**src/rtl/blk_crc_pkg.sv**
```systemverilog
package blk_crc_pkg;

    localparam int          CRC_W     = 32;
    localparam int          CRC_BYTES = CRC_W / 8;
    localparam logic [31:0] CRC_POLY  = 32'h04C1_1DB7;
    localparam logic [31:0] CRC_SEED  = 32'hFFFF_FFFF;

    typedef enum logic [1:0] {
        PH_IDLE  = 2'd0,
        PH_DATA  = 2'd1,
        PH_CHECK = 2'd2
    } rx_phase_e;

    typedef struct packed {
        logic       valid;
        logic       sob;
        logic       eob;
        logic       is_crc;
        logic [7:0] data;
    } tx_beat_t;

    // Fold one byte into the running code, bit 7 first.
    function automatic logic [31:0] crc_step8(input logic [31:0] c, input logic [7:0] d);
        logic [31:0] r;
        logic        fb;
        r = c;
        for (int i = 7; i >= 0; i--) begin
            fb = r[31] ^ d[i];
            r  = {r[30:0], 1'b0};
            if (fb) r = r ^ CRC_POLY;
        end
        return r;
    endfunction

endpackage

```
**src/rtl/crc_accum.sv**
```systemverilog
module crc_accum
    import blk_crc_pkg::*;
(
    input  logic        clk,
    input  logic        rst,
    input  logic        en,
    input  logic        preset,
    input  logic [7:0]  din,
    output logic [31:0] crc_q,
    output logic [31:0] crc_nxt
);

    always_comb crc_nxt = crc_step8(preset ? CRC_SEED : crc_q, din);

    always_ff @(posedge clk) begin
        if (rst)     crc_q <= CRC_SEED;
        else if (en) crc_q <= crc_nxt;
    end

endmodule

```
**src/rtl/blk_crc_tx.sv**
```systemverilog
module blk_crc_tx
    import blk_crc_pkg::*;
(
    input  logic       clk,
    input  logic       rst,
    input  logic       in_valid,
    input  logic       in_sob,
    input  logic       in_eob,
    input  logic [7:0] in_byte,
    output tx_beat_t   beat
);

    localparam int LW = $clog2(CRC_BYTES + 1);

    logic [31:0]   crc_q, crc_nxt;
    logic [31:0]   shift_q;
    logic [LW-1:0] left_q;
    tx_beat_t      beat_q;

    crc_accum u_acc (
        .clk     (clk),
        .rst     (rst),
        .en      (in_valid),
        .preset  (in_sob),
        .din     (in_byte),
        .crc_q   (crc_q),
        .crc_nxt (crc_nxt)
    );

    always_ff @(posedge clk) begin
        if (rst) begin
            beat_q  <= '0;
            left_q  <= '0;
            shift_q <= '0;
        end else if (in_valid) begin
            beat_q <= '{valid: 1'b1, sob: in_sob, eob: in_eob, is_crc: 1'b0, data: in_byte};
            if (in_eob) begin
                left_q  <= LW'(CRC_BYTES);
                shift_q <= crc_nxt;
            end
        end else if (left_q != '0) begin
            beat_q  <= '{valid: 1'b1, sob: 1'b0, eob: 1'b0, is_crc: 1'b1, data: shift_q[31:24]};
            shift_q <= {shift_q[23:0], 8'h00};
            left_q  <= left_q - 1'b1;
        end else begin
            beat_q <= '0;
        end
    end

    assign beat = beat_q;


    tx_gap_chk: assert property (@(posedge clk) disable iff (rst)
        (left_q != '0) |-> !in_valid);


    tx_pass_chk: assert property (@(posedge clk) disable iff (rst)
        in_valid |=> (beat_q.valid && !beat_q.is_crc && beat_q.data == $past(in_byte)));


    tx_append_chk: assert property (@(posedge clk) disable iff (rst)
        (beat_q.valid && beat_q.eob && !beat_q.is_crc) |=> (beat_q.valid && beat_q.is_crc));

endmodule

```
**src/rtl/blk_crc_rx.sv**
```systemverilog
module blk_crc_rx
    import blk_crc_pkg::*;
#(
    parameter int DATA_BYTES = 512
) (
    input  logic       clk,
    input  logic       rst,
    input  logic       in_valid,
    input  logic       in_sob,
    input  logic       in_eob,
    input  logic [7:0] in_byte,
    output logic       ack,
    output logic       nak
);

    localparam int            CW  = $clog2(DATA_BYTES + 2);
    localparam logic [CW-1:0] LEN = CW'(DATA_BYTES);
    localparam logic [CW-1:0] SAT = CW'(DATA_BYTES + 1);
    localparam int            IW  = $clog2(CRC_BYTES);
    localparam logic [IW-1:0] LAST_IDX = IW'(CRC_BYTES - 1);

    rx_phase_e     phase_q;
    logic [CW-1:0] cnt_q, cnt_nxt;
    logic          len_ok_q;
    logic [IW-1:0] idx_q;
    logic [23:0]   rcv_q;
    logic [31:0]   crc_q, crc_nxt;
    logic          eng_en;
    logic          data_take;

    assign data_take = in_valid && (in_sob || phase_q == PH_DATA);
    assign eng_en    = data_take;

    crc_accum u_acc (
        .clk     (clk),
        .rst     (rst),
        .en      (eng_en),
        .preset  (in_sob),
        .din     (in_byte),
        .crc_q   (crc_q),
        .crc_nxt (crc_nxt)
    );

    always_comb begin
        if (in_sob)          cnt_nxt = CW'(1);
        else if (cnt_q == SAT) cnt_nxt = cnt_q;
        else                 cnt_nxt = cnt_q + 1'b1;
    end

    always_ff @(posedge clk) begin
        if (rst) begin
            phase_q  <= PH_IDLE;
            cnt_q    <= '0;
            len_ok_q <= 1'b0;
            idx_q    <= '0;
            rcv_q    <= '0;
            ack      <= 1'b0;
            nak      <= 1'b0;
        end else begin
            ack <= 1'b0;
            nak <= 1'b0;
            if (data_take) begin
                cnt_q <= cnt_nxt;
                if (in_eob) begin
                    phase_q  <= PH_CHECK;
                    len_ok_q <= (cnt_nxt == LEN);
                    idx_q    <= '0;
                end else begin
                    phase_q <= PH_DATA;
                end
            end else if (in_valid && phase_q == PH_CHECK) begin
                rcv_q <= {rcv_q[15:0], in_byte};
                idx_q <= idx_q + 1'b1;
                if (idx_q == LAST_IDX) begin
                    phase_q <= PH_IDLE;
                    if (len_ok_q && ({rcv_q, in_byte} == crc_q)) ack <= 1'b1;
                    else                                         nak <= 1'b1;
                end
            end
        end
    end


    rx_excl_chk: assert property (@(posedge clk) disable iff (rst)
        $onehot0({ack, nak}));


    rx_when_chk: assert property (@(posedge clk) disable iff (rst)
        (in_valid && !in_sob && phase_q == PH_CHECK && idx_q == LAST_IDX) |=> (ack || nak));


    rx_pulse_chk: assert property (@(posedge clk) disable iff (rst)
        (ack || nak) |=> !(ack || nak));


    rx_len_chk: assert property (@(posedge clk) disable iff (rst)
        (in_valid && !in_sob && phase_q == PH_CHECK && idx_q == LAST_IDX && !len_ok_q) |=> nak);


    rx_idle_chk: assert property (@(posedge clk) disable iff (rst)
        (phase_q == PH_IDLE && !(in_valid && in_sob)) |=> (phase_q == PH_IDLE && !ack && !nak));

endmodule

```
**src/rtl/blk_crc_link.sv**
```systemverilog
module blk_crc_link
    import blk_crc_pkg::*;
#(
    parameter int DATA_BYTES = 512
) (
    input  logic       clk,
    input  logic       rst,
    input  logic       tx_valid,
    input  logic       tx_sob,
    input  logic       tx_eob,
    input  logic [7:0] tx_byte,
    output logic       txo_valid,
    output logic       txo_sob,
    output logic       txo_eob,
    output logic       txo_crc,
    output logic [7:0] txo_byte,
    input  logic       rx_valid,
    input  logic       rx_sob,
    input  logic       rx_eob,
    input  logic [7:0] rx_byte,
    output logic       rx_ack,
    output logic       rx_nak
);

    tx_beat_t beat;

    blk_crc_tx u_tx (
        .clk      (clk),
        .rst      (rst),
        .in_valid (tx_valid),
        .in_sob   (tx_sob),
        .in_eob   (tx_eob),
        .in_byte  (tx_byte),
        .beat     (beat)
    );

    assign txo_valid = beat.valid;
    assign txo_sob   = beat.sob;
    assign txo_eob   = beat.eob;
    assign txo_crc   = beat.is_crc;
    assign txo_byte  = beat.data;

    blk_crc_rx #(.DATA_BYTES(DATA_BYTES)) u_rx (
        .clk      (clk),
        .rst      (rst),
        .in_valid (rx_valid),
        .in_sob   (rx_sob),
        .in_eob   (rx_eob),
        .in_byte  (rx_byte),
        .ack      (rx_ack),
        .nak      (rx_nak)
    );

endmodule

```
**config.mk**
```make
export PLATFORM = sky130hd
export DESIGN_NAME = blk_crc_link
export DESIGN_NICKNAME = d
export VERILOG_FILES = /design/src/rtl/blk_crc_pkg.sv /design/src/rtl/crc_accum.sv /design/src/rtl/blk_crc_tx.sv /design/src/rtl/blk_crc_rx.sv /design/src/rtl/blk_crc_link.sv
export SDC_FILE = /design/constraint.sdc
export NUM_CORES = 1
export LEC_CHECK = 0
export BUFFER_PORTS_ARGS = -buffer_cell sky130_fd_sc_hd__buf_4
export CORE_UTILIZATION = 55
export DETAILED_ROUTE_END_ITERATION = 8
export PLACE_DENSITY = 0.72
export SETUP_SLACK_MARGIN = 0.05
export SYNTH_ARGS = -nofsm -noshare
export SYNTH_HDL_FRONTEND = slang
export SYNTH_SLANG_ARGS = --single-unit
```
**constraint.sdc**
```tcl
create_clock -name clk -period 2.5 [get_ports clk]
set_input_delay 0 -clock clk [delete_from_list [all_inputs] [get_ports clk]]
set_output_delay 0 -clock clk [all_outputs]
set_load 0.01 [all_outputs]
```
==> results of run 1 <==
## cell type report
| cell class | instances | area, um^2 |
|---|---|---|
| Inverter | 10 | 37.5 |
| Clock inverter | 9 | 174 |
| Sequential cell | 152 | 3040 |
| Fill cell | 1246 | 5410 |
| Tap cell | 188 | 235 |
| Timing Repair Buffer | 82 | 678 |
| Multi-Input combinational cell | 768 | 5110 |
| Clock buffer | 20 | 457 |
## critical path: stages (launching register included)
cell	delay [ns]
dfxtp_1	0.48
nor2_1	0.12
xnor2_2	0.32
xnor3_1	0.55
xor3_1	0.40
a21o_1	0.18
nand2_1	0.05
## repair_timing
action,CTS,global route
resized for setup,0,0
hold endpoints to repair,35,0
hold buffers,20,0
## layer usage
metal	track usage	wire length, um
met1	0.404	10100
met2	0.415	9200
met3	0.0569	1490
met4	0.0794	334
met5	0	0
## registers in the layout, indices dropped and copies added, names as in the netlist
register	flops
u_rx.idx_q	2
u_rx.phase_q	2
u_tx.u_acc.crc_q	32
u_rx.len_ok_q	1
u_tx.beat	12
u_tx.shift_q	32
u_rx.ack	1
u_rx.cnt_q	10
u_rx.nak	1
u_rx.rcv_q	24
u_rx.u_acc.crc_q	32
u_tx.left_q	3
## cell families after synthesis
group | synth area share
simple gates | 0.176
fa+ha+maj | 0.00736
mux | 0.00235
xor+xnor | 0.251
compound gates | 0.163
buf+inv | 0.0425
flops | 0.358
## final timing paths
path	start	to	cells past startpoint
hold / removal	tx_valid	u_tx.u_acc.crc_q[20]$_SDFFE_PP1P_	3
hold reg to reg	u_rx.idx_q[1]$_SDFFE_PP0P_	u_rx.idx_q[1]$_SDFFE_PP0P_	2
setup reg to reg	u_tx.u_acc.crc_q[31]$_SDFFE_PP1P_	u_tx.u_acc.crc_q[9]$_SDFFE_PP1P_	6
setup / recovery	u_tx.u_acc.crc_q[31]$_SDFFE_PP1P_	u_tx.u_acc.crc_q[9]$_SDFFE_PP1P_	6
## cells in the final DEF (no fill, tap or decap), types with 3 or more instances in the layout
master	Yosys	layout
dfxtp_1	152	152
nor2_1	136	136
nand2_1	136	136
xnor2_1	116	116
a21oi_1	66	66
buf_4	4	61
xor2_1	47	47
o21ai_0	42	42
o211ai_1	35	35
a211oi_1	21	21
xnor3_1	20	20
dlygate4sd3_1	0	20
nand3_1	18	18
clkbuf_16	0	17
a22oi_1	14	14
nor3_1	13	13
inv_1	10	10
nand4_1	10	10
o21a_1	7	7
xnor2_2	7	7
nor4_1	7	7
nand3b_1	6	6
ha_1	5	5
bufinv_16	0	5
nand2b_1	4	4
a211oi_2	4	4
o2111ai_1	4	4
a211o_1	4	4
and3_1	3	3
and2_1	3	3
a31oi_1	3	3
o21ai_1	4	3
xor3_1	3	3
clkinv_2	0	3
## where the power goes
part / leakage [nW] / total (mW) / switching, mW / internal [mW]
registers: 1.25 / 2.92 / 0.224 / 2.70
clock network: 0.312 / 2.80 / 0.992 / 1.80
logic: 2.24 / 2.43 / 1.26 / 1.18
==> metrics, run 1 <==
Synth top cells by count 152 x dfxtp_1, 136 x nand2_1, 136 x nor2_1; power per unit of standard cell area 837 nW/um^2; required time worst endpoint 2.87 ns; sequential element share of the synthesized area 0.358; total design power 8.15 mW; max-slew headroom at the worst pin 0.456; maximum ir drop on the vdd rail between 0.5 and 0.6 mV; library cell with the largest summed area after synthesis dfxtp_1; total leakage power 3.80 nW; worst min-delay path class in -> reg; total of flip-flops plus latches after synthesis 152; async set-reset flop share out of synthesis 0; first-pass GRT wire length 34600 um; # diodes 0; fin util 0.643; sinks on the clock net 152; violation count after the first detailed-routing iteration between 500 and 600; area added between synthesis and finish 14.5%; type of element capturing the critical path register; estimated wirelength of the detail-placed design 14000 um; Setup TNS Final 0 ns; clock transition at the registers of the reported paths 0.06 ns; routability congestion estimate 0.871; initial cell density of the core 0.562; top area cells in the synthesized netlist dfxtp_1 36%, xnor2_1 12%, nand2_1 6.0%; first-pass detailed-route iteration total 8; MaxCap Viol Count 0; Horiz. Die Dim 126 um; status finished, final reports clean; via count of the first global-routing pass approximately 6.5k; kind of start point of the critical path register; setup slack at placement 0.376 ns; Worst Path Max Fanout 6; cell count after placement approximately 1.2k; minimum clock period after layout roughly 2.2 ns; clock buffer depth 2; GRT Residual Overflow 0; smallest setup slack after layout 0.337 ns; number of remaining DRC errors 0; count of boundary I/O pins 38; DR WL/cell 17.2 um; count of cell types in the netlist 58; post-CTS setup repair buffer count 0; layout cells sized above 1 0.106; most repeated cell in the gate-level netlist after synthesis dfxtp_1; max-slew violation count 0; path type of the worst setup path reg -> reg; final hold viol count 0; final cell count without fillers roughly 1.2k; Final Instance Area 9740 um^2; final worst clock skew 0.00664 ns; fraction of the cycle the final worst path needs 0.865; Vias/cell 5.78; syn avg cell area 8.45 um^2; DIE AREA 16000 um^2; clock tree from TritonCTS built; Synth Net Count slightly above 1k; vias post-DR 7106; area inside the core boundary 15100 um^2; Die Ht 126 um; Total Wirelength 21100 um; Fmax 462 MHz; endpoint arrival time on the critical path 2.53 ns; placed standard-cell area 8910 um^2; endpoints failing setup 0; setup repair after global routing missed its margin false; maximum number of pins on one net before global-route repair 62; antenna violations before repair 0; number of input and output port buffers inserted 37; Synth Flop Type dfxtp_1; insertion delay of the later-clocked pin in the worst-skew pair 0.43 ns; Max H-tree Level 4; net count of the finished layout 1060; Placement Rows 45; Synth top area share 0.358; warning count from the yosys run 0; Netlist Area Pre-Place 8510 um^2; number of buffers added by the clock tree synthesis step 17; register-to-register setup slack 0.34 ns; aggregate global-route resource usage 0.277; count of mapped cells out of synthesis ~1.0k; Worst Max-Slew Pin Slew 0.813 ns; post-route antenna net violation count 0; Hold WS 0.0905 ns; Clk Tree Root Cell clkbuf_16; number of synthesized flops with an enable pin 0
No activity file was read; power rests on OpenSTA's default activity.
==> inputs of run 2 (changes only) <==
CORE_UTILIZATION = 43   (was 55)
PLACE_DENSITY = not set   (was 0.72)
SETUP_SLACK_MARGIN = 0.4   (was 0.05)
==> run 2 against run 1 <==
Setup slack better by 0.13 ns. Global-route usage down 5.0 points. Design area is 2.3% higher. Clock power fell by 7.1%. Total power shrank 0.64%. Maximum frequency rose by 6.4%. Critical endpoint is now u_tx.shift_q[16]$_SDFFE_PP0P_. Largest power group unchanged.
==> metrics, run 2 (same netlist as run 1, synthesis figures left out) <==
status finished, final reports clean (unchanged); Total Wirelength 22200 um (was 21100 um); clock buffer depth 2 (unchanged); type of element capturing the critical path register (unchanged); crit path cell chain nor2_1, xnor2_2, xnor3_1, xor3_1, nand2_1, a211oi_1 (was nor2_1, xnor2_2, xnor3_1, xor3_1, a21o_1, nand2_1); Final Instance Area 9960 um^2 (was 9740 um^2); estimated wirelength of the detail-placed design 14900 um (was 14000 um); net count of the finished layout 1063 (was 1060); violation count after the first detailed-routing iteration 511 (was 589); max-slew violation count 0 (unchanged); vias post-DR 7001 (was 7106); biggest regs u_rx.u_acc.crc_q (32), u_tx.shift_q (32), u_tx.u_acc.crc_q (32) (unchanged); Fmax 492 MHz (was 462 MHz); antenna violations before repair 0 (unchanged); part of the power in combinational logic 0.318 (was 0.298); DR WL/cell 16.9 um (was 17.2 um); routability congestion estimate 0.890 (was 0.871); smallest setup slack after layout 0.467 ns (was 0.337 ns); maximum number of pins on one net before global-route repair 77 (was 62); placed standard-cell area 9010 um^2 (was 8910 um^2); commonest cells after routing, fill and taps aside 149 x dfxtp_1, 136 x nand2_1, 134 x nor2_1 (was 152 x dfxtp_1, 136 x nor2_1, 136 x nand2_1); clock transition at the registers of the reported paths 0.07 ns (was 0.06 ns); number of buffers added by the clock tree synthesis step 17 (unchanged); count of buffer and inverter cells on the critical path 0 (unchanged); area inside the core boundary 19400 um^2 (was 15100 um^2); Setup TNS Final 0 ns (unchanged); CP peak stage delay 0.53 ns (was 0.55 ns); clock tree from TritonCTS built (unchanged); proportion of power drawn by the clock network 0.321 (was 0.343); final worst clock skew 0.00953 ns (was 0.00664 ns); Sw Ratio 0.326 (was 0.303); aggregate global-route resource usage 0.227 (was 0.277); Horiz. Die Dim 143 um (was 126 um); final hold viol count 0 (unchanged); internal power of the cells 5.45 mW (was 5.68 mW); total leakage power 3.83 nW (was 3.80 nW); worst min-delay path class in -> reg (unchanged); commonest non-fill, non-tap cell in the layout dfxtp_1 (unchanged); post-route antenna net violation count 0 (unchanged); # diodes 0 (unchanged); area of the multi-input gates 5250 um^2 (was 5110 um^2); sinks on the clock net 152 (unchanged); layout cells sized above 1 0.132 (was 0.106); CP max stage cell xnor3_1 (unchanged); kind of start point of the critical path register (unchanged); Reg power frac 0.362 (was 0.359); MaxCap Viol Count 0 (unchanged); Switching Power 2.64 mW (was 2.47 mW); fraction of the cycle the final worst path needs 0.813 (was 0.865); setup repair after global routing missed its margin true (was false); endpoints failing setup 0 (unchanged); minimum clock period after layout 2.03 ns (was 2.16 ns); Clk Tree Root Cell clkbuf_16 (unchanged); required time worst endpoint 2.86 ns (was 2.87 ns); footprint of the flip-flops and latches 3050 um^2 (was 3040 um^2); area added between synthesis and finish 17.1% (was 14.5%); number of input and output port buffers inserted 37 (unchanged); maximum ir drop on the vdd rail 0.542 mV (was 0.555 mV); power per unit of standard cell area 813 nW/um^2 (was 837 nW/um^2); number of remaining DRC errors 0 (unchanged); largest delay contributor family on the critical path XOR/XNOR gates (unchanged); Max H-tree Level 4 (unchanged); first-pass GRT wire length 35200 um (was 34600 um); count of boundary I/O pins 38 (unchanged); initial cell density of the core 0.438 (was 0.562); first-pass detailed-route iteration total 5 (was 8); max-slew headroom at the worst pin 0.509 (was 0.456); insertion delay of the later-clocked pin in the worst-skew pair 0.43 ns (about the same); endpoint arrival time on the critical path 2.39 ns (was 2.53 ns); DIE AREA 20300 um^2 (was 16000 um^2); Worst Path Max Fanout 5 (was 6); Vias/cell 5.34 (was 5.78); Worst Max-Slew Pin Slew 0.734 ns (was 0.813 ns); Filler Cells Inserted 1827 (was 1246); GRT Residual Overflow 0 (unchanged); path type of the worst setup path reg -> reg (unchanged); setup slack at placement 0.406 ns (was 0.376 ns); Die Ht 143 um (was 126 um); via count of the first global-routing pass 6472 (was 6531); Placement Rows 51 (was 45)
==> run 2: worst reg2reg max path, cell delays in order, from the launching register on <==
cell and delay, ns:
dfxtp_2 0.42, nor2_1 0.10, xnor2_2 0.31, xnor3_1 0.53, xor3_1 0.30, nand2_1 0.08
a211oi_1 0.21
==> run 2: final timing paths <==
| path | from | endpoint | slack [ns] | cells after the start |
|---|---|---|---|---|
| worst max-delay path | u_tx.u_acc.crc_q[30]$_SDFFE_PP1P_ | u_tx.shift_q[16]$_SDFFE_PP0P_ | 0.47 | 6 |
| worst min-delay path | rst | u_tx.left_q[1]$_SDFFE_PP0P_ | 0.006 | 2 |
| worst min register to register | u_rx.rcv_q[23]$_SDFFE_PP0P_ | u_rx.rcv_q[23]$_SDFFE_PP0P_ | 0.47 | 2 |
| worst max register to register | u_tx.u_acc.crc_q[30]$_SDFFE_PP1P_ | u_tx.shift_q[16]$_SDFFE_PP0P_ | 0.47 | 6 |
==> run 2: layout make-up <==
class                   instances  area share
well taps                     265      0.0333
clock buffers                  19      0.0445
flip-flops and latches        152       0.306
inverters                      10     0.00377
repair buffers                 85      0.0713
clock inverters                13      0.0144
multi-input cells             768       0.527
==> run 2: per-layer routing <==
metal / up-vias / GRT usage / part of all wire
met5: - / 0 / 0
met4: 0 / 0.0645 / 0.013
met2: 171 / 0.333 / 0.43
li1: 3460 / - / -
met1: 3341 / 0.338 / 0.51
met3: 29 / 0.0382 / 0.047
==> run 2: power groups by stage <==
stage / sequential, mW / clock, mW / combinational (mW)
floorplan: 2.89 / 0 / 1.92
global placement: 2.97 / 0 / 2.41
detailed placement: 2.97 / 0 / 2.42
CTS: 2.92 / 2.64 / 2.47
global route: 2.96 / 2.74 / 2.79
finish: 2.93 / 2.60 / 2.57
==> run 2: timing repair <==
action                                  in CTS  in global routing
endpoints found under the setup margin       6                 19
hold endpoints to repair                    27                  0
pin swaps                                    1                  2
hold buffers                                19                  0
resized for setup                            3                 26
buffers inserted                             0                  5
==> run 2: through the flow <==
| stage | hold WS (ns) | util | cells | total power [mW] |
|---|---|---|---|---|
| 2_1_floorplan | 0.136 | - | 1006 | 4.81 |
| 3_3_place_gp | 0.269 | 0.464 | 1256 | 5.38 |
| 3_5_place_dp | 0.276 | 0.464 | 1256 | 5.39 |
| 4_1_cts | 0.00893 | 0.505 | 1307 | 8.03 |
| 5_1_grt | 0.0467 | 0.514 | 1312 | 8.50 |
| 6_report | 0.00570 | 0.514 | 1312 | 8.10 |
